--- src/rtl/sortnet_pkg.sv ---
package sortnet_pkg;

  // ceil(log2(n)), with n >= 2 assumed by the top
  function automatic int lg_ceil(input int n);
    int r;
    r = 0;
    while ((1 << r) < n) r++;
    return r;
  endfunction

  // number of comparator layers of a flip-merge network over 2**lg lanes
  function automatic int layer_total(input int lg);
    return (lg * (lg + 1)) / 2;
  endfunction

endpackage

--- src/rtl/sortnet_cx.sv ---
// Compare-exchange: the lower-index key leaves as the minimum.
// Keys move only when the lower-index one is strictly greater.
module sortnet_cx #(
  parameter int W = 8
) (
  input  logic [W-1:0] a_lo_idx,
  input  logic [W-1:0] b_hi_idx,
  output logic [W-1:0] min_o,
  output logic [W-1:0] max_o
);
  logic swap;
  assign swap  = a_lo_idx > b_hi_idx;
  assign min_o = swap ? b_hi_idx : a_lo_idx;
  assign max_o = swap ? a_lo_idx : b_hi_idx;
endmodule

--- src/rtl/sortnet_layer.sv ---
// One comparator layer plus its register stage.
// MIRROR=1: lane p pairs with the lane mirrored inside its block of BLK.
// MIRROR=0: lane p pairs with the lane BLK/2 away (half cleaner).
// A lane whose partner is at index N or above is passed through (partner = +inf).
module sortnet_layer #(
  parameter int N      = 6,
  parameter int W      = 8,
  parameter int BLK    = 2,
  parameter bit MIRROR = 1'b0
) (
  input  logic           clk,
  input  logic [N*W-1:0] d_in,
  output logic [N*W-1:0] d_out
);
  logic [W-1:0] nxt [N];

  for (genvar p = 0; p < N; p++) begin : g_lane
    localparam int PART = MIRROR ? (p ^ (BLK - 1)) : (p ^ (BLK / 2));
    if (PART >= N) begin : g_pass
      assign nxt[p] = d_in[p*W +: W];
    end else begin : g_cmp
      localparam int LO = (p < PART) ? p : PART;
      localparam int HI = (p < PART) ? PART : p;
      logic [W-1:0] mn, mx;
      sortnet_cx #(.W(W)) u_cx (
        .a_lo_idx (d_in[LO*W +: W]),
        .b_hi_idx (d_in[HI*W +: W]),
        .min_o    (mn),
        .max_o    (mx)
      );
      assign nxt[p] = (p < PART) ? mn : mx;
    end
  end

  always_ff @(posedge clk) begin
    for (int i = 0; i < N; i++) d_out[i*W +: W] <= nxt[i];
  end
endmodule

--- src/rtl/flip_merge_sorter.sv ---
module flip_merge_sorter
  import sortnet_pkg::*;
#(
  parameter int N = 6,
  parameter int W = 8
) (
  input  logic           clk,
  input  logic           rst,
  input  logic           in_valid,
  input  logic [N*W-1:0] in_keys,
  output logic           out_valid,
  output logic [N*W-1:0] out_keys
);
  localparam int LG    = lg_ceil(N);
  localparam int DEPTH = layer_total(LG);

  logic [N*W-1:0] stg [DEPTH+1];
  logic [DEPTH-1:0] vpipe;

  assign stg[0] = in_keys;

  // merge level s joins blocks of 2**s; layer t=0 mirrors, t>0 half-cleans
  for (genvar s = 1; s <= LG; s++) begin : g_lvl
    for (genvar t = 0; t < s; t++) begin : g_sub
      localparam int K   = (s * (s - 1)) / 2 + t;
      localparam int BLK = (t == 0) ? (1 << s) : (1 << (s - t));
      sortnet_layer #(
        .N      (N),
        .W      (W),
        .BLK    (BLK),
        .MIRROR (t == 0)
      ) u_layer (
        .clk   (clk),
        .d_in  (stg[K]),
        .d_out (stg[K+1])
      );
    end
  end

  always_ff @(posedge clk) begin
    if (rst) vpipe <= '0;
    else     vpipe <= (vpipe << 1) | DEPTH'(in_valid);
  end

  assign out_valid = vpipe[DEPTH-1];
  assign out_keys  = stg[DEPTH];
endmodule

--- config.mk ---
export PLATFORM = sky130hd
export DESIGN_NAME = flip_merge_sorter
export DESIGN_NICKNAME = d
export VERILOG_FILES = /design/src/rtl/sortnet_pkg.sv /design/src/rtl/sortnet_cx.sv /design/src/rtl/sortnet_layer.sv /design/src/rtl/flip_merge_sorter.sv
export SDC_FILE = /design/constraint.sdc
export NUM_CORES = 1
export LEC_CHECK = 0
export BUFFER_PORTS_ARGS = -buffer_cell sky130_fd_sc_hd__buf_2
export CAP_MARGIN = 15
export CORE_ASPECT_RATIO = 0.7
export CORE_MARGIN = 2
export CORE_UTILIZATION = 50
export CTS_CLUSTER_DIAMETER = 150
export DETAILED_ROUTE_END_ITERATION = 10
export PLACE_DENSITY = 0.71
export SLEW_MARGIN = 5
export SYNTH_ARGS = -nofsm -noshare
export SYNTH_HDL_FRONTEND = slang
export SYNTH_SLANG_ARGS = --single-unit
--- constraint.sdc ---
create_clock -name clk -period 1.96 [get_ports clk]
set_input_delay 0.196 -clock clk [delete_from_list [all_inputs] [get_ports clk]]
set_output_delay 0.196 -clock clk [all_outputs]
set_load 0.05 [all_outputs]
==> metrics.md <==
| Metric | Value |
|---|---|
| Unique masters post-synth | 35 |
| FF+latch count, synth | slightly below 300 |
| Number of buffers created by CTS | 28 |
| Placed Area | between 15000 and 20000 um2 |
| CP Launch Point | g_lvl[3].g_sub[0].u_layer.d_out[25] |
| Peak Freq | just over 500 MHz |
| Final net count | between 1500 and 2000 |
| DRC errors left | 0 |
| Final worst slack | -0.0198 ns |
| H-tree levels | 1 |
| Setup Viol. Count Final | 7 |
| Clock Skew | between 0.015 and 0.02 ns |
| Fin. max-slew vios | 0 |
| Layout Cells excl Fill | 2060 |
| Layout cells sized above 1 | a little over a third |
| Syn Inst Count | between 1000 and 1500 |
| Startpoint Class | flop |
| Total grt overflow | 0 |
| Top-level I/O count | 100 |
| Initial Util | 50.9% |
| Commonest non-fill, non-tap cells in the layout | dfxtp_1 (251), nand2_1 (136), buf_4 (128) |
| Final WL | approximately 34000 um |
| Setup TNS | -0.0997 ns |
| RSZ-0062 raised after global routing | true |
| PwrDens | around 2100 nW/um2 |
| Placed cells | 1938 |
| Worst slew pin tran | 0.999 ns |
| Static Leak | about 8.4 nW |
| Status | complete, but fails checks |
| Most common cell after layout, fill and taps aside | dfxtp_1 |
| Fin crit share | 101% |
| Post-route design area | ~18000 um2 |
| Port Buffer Count | slightly below 100 |
| Max IR drop VDD | approximately 0.0008 V |
| Slew HR | about a third |
| First-pass detailed-route iteration total | 5 |
| Mapped Nets | 1569 |
| Multi-input gate area | ~8000 um2 |
| Switching share of total power | 38.8% |
| Placeable Area | 27800 um2 |
| GPL Wtd Cong | about 0.9 |
| Seq pwr share | 28.9% |
| Final core occ | 65.1% |
| Initial antenna violation count | 0 |
| Gate power share | 55.9% |
| Max Cap Viol | 0 |
| Antenna Violating Nets Remaining | 0 |
| Die ar. | around 30000 um2 |
| Synthesized cell area | ~14000 um2 |
| Clock transition at the registers of the reported paths | around 0.07 ns |
| Clock Path Buffers | 3 |
| Global-route wire length before repair | about 52000 um |
| CP required | between 2 and 2.5 ns |
| Via count | between 10000 and 15000 |
| Rows | ~50 |
| Crit-path max FO | 7 |
| Largest net degree at the start of global routing | 29 |
| Min Tclk post-route | just under 2 ns |
| Area growth from synthesis to layout | 27.9% |
| Kind of critical path | flop to flop |
| Die width | between 200 and 250 um |
| Vias in the first global route | slightly above 10000 |
| Critical path capture point type | flop |
| CTS tree | built |
| GRT Overall Usage | 21.4% |
| Hold WC Path Type | primary input to flop |
| Synth warn | 0 |
| Place WS | -0.354 ns |
| Clk network pwr share | between 15 and 20% |
| Fillers | around 2100 |
| Via density | between 5 and 6 |
| Synthesized area per cell | roughly 10 um2 |
| Crit path DAT | around 2.4 ns |
| Sink Count | 294 |
| Seq/Total Area, Yosys | 41.6% |
| Reg area | a little under 6000 um2 |
| Clk Latency, worst-skew pair | about 0.54 ns |
| Initial DRC count | between 900 and 1000 |
| Fin. Hold Viols | 0 |
| Violated checks | negative setup slack |
| Routed len/inst | ~17 um |
| Die Span Y | about 140 um |
| Hpwl dp | ~24000 um |
| Hold_sp | in_keys[10] |
| P_int | 23.7 mW |
| Worst r2r src | g_lvl[3].g_sub[0].u_layer.d_out[25] |
| P_sw | about 15 mW |
| Root Driver | clkbuf_16 |
-- power by group through the flow --
stage / Sequential, mW / Clock, mW / Combinational [mW]
3_5_place_dp: 10.9 / 0 / 18.0
6_report: 11.2 / 5.89 / 21.6
2_1_floorplan: 12.1 / 0 / 12.1
5_1_grt: 11.4 / 6.21 / 23.2
3_3_place_gp: 10.8 / 0 / 17.5
4_1_cts: 10.8 / 5.97 / 18.7
-- area by class of cell --
cell class,count,share of cell area (%)
diodes,1,0.0138
flip-flops and latches,294,32.9
repair buffers,291,12.3
inverters,126,2.63
clock buffers,34,4.33
well taps,371,2.56
clock inverters,17,1.34
multi-input cells,926,44.0
-- stage by stage --
| step | power, mW | hold slack [ns] |
|---|---|---|
| floorplan | 24.2 | 0.268 |
| global placement | 28.4 | 0.311 |
| detailed placement | 28.9 | 0.312 |
| CTS | 35.5 | 0.000797 |
| global route | 40.8 | 0.0227 |
| finish | 38.7 | 0.0300 |
-- worst max-delay path, cell delays in order, from the launching register on --
cell,delay [ns]
dfxtp_2,0.36
inv_2,0.05
ha_4,0.22
nor2b_4,0.13
o211ai_2,0.25
a21boi_4,0.10
o21ai_4,0.24
clkbuf_16,0.21
mux2_4,0.30
-- metal layers --
| metal | up-vias | routed length (um) | track usage (%) |
|---|---|---|---|
| li1 | 5652 | - | - |
| met1 | 5478 | 16400 | 30.8 |
| met2 | 311 | 15700 | 34.7 |
| met3 | 53 | 1760 | 2.49 |
| met4 | 0 | 646 | 4.32 |
| met5 | - | 0 | 0 |
-- synthesized netlist by cell type, drive strengths merged --
library cell	n	area (um2)
o211ai	9	121
clkbuf	7	26.3
dfxtp	294	5890
nand3	96	480
a21boi	7	78.8
ha	120	1500
nand2b	6	82.6
a221o	96	961
mux2	126	1490
nand2	136	510
nor2b	15	116
nand4	17	196
nor2	27	101
o221a	18	203
or2	9	56.3
nor3b	6	75.1
o21ai	148	820
buf	51	398
a211oi	20	160
a21oi	49	257
and4	13	114
o31ai	2	42.5
inv	126	473
-- sequential cells by signal, summed over array words and instances (netlist names) --
signal	count
g_lvl.g_sub.u_layer.d_out	288
vpipe	6
-- what timing repair did --
| item | CTS | global route |
|---|---|---|
| setup endpoints to repair | 125 | 196 |
| pin swaps | 2 | 38 |
| gates cloned | 0 | 9 |
| gates resized for setup | 21 | 156 |
| hold endpoints to repair | 41 | 0 |
| buffers inserted | 4 | 18 |
| hold buffers | 39 | 0 |
-- path summary, 6_finish.rpt --
kind	end	slack (ns)	cells past startpoint
max reg2reg	g_lvl[3].g_sub[1].u_layer.d_out[25]	-0.02	8
min	g_lvl[1].g_sub[0].u_layer.d_out[10]	0.03	3
max	g_lvl[3].g_sub[1].u_layer.d_out[25]	-0.02	8
min reg2reg	g_lvl[3].g_sub[1].u_layer.d_out[41]	0.32	0
-- cells by family after synthesis --
kind of cell | count (synthesis) | share of synthesized area [%]
simple gates | 325 | 12.2
buf+inv | 184 | 6.34
fa+ha+maj | 120 | 10.6
flops | 294 | 41.6
mux | 126 | 10.6
compound gates | 349 | 18.7
No activity file was read; power rests on OpenSTA's default activity.
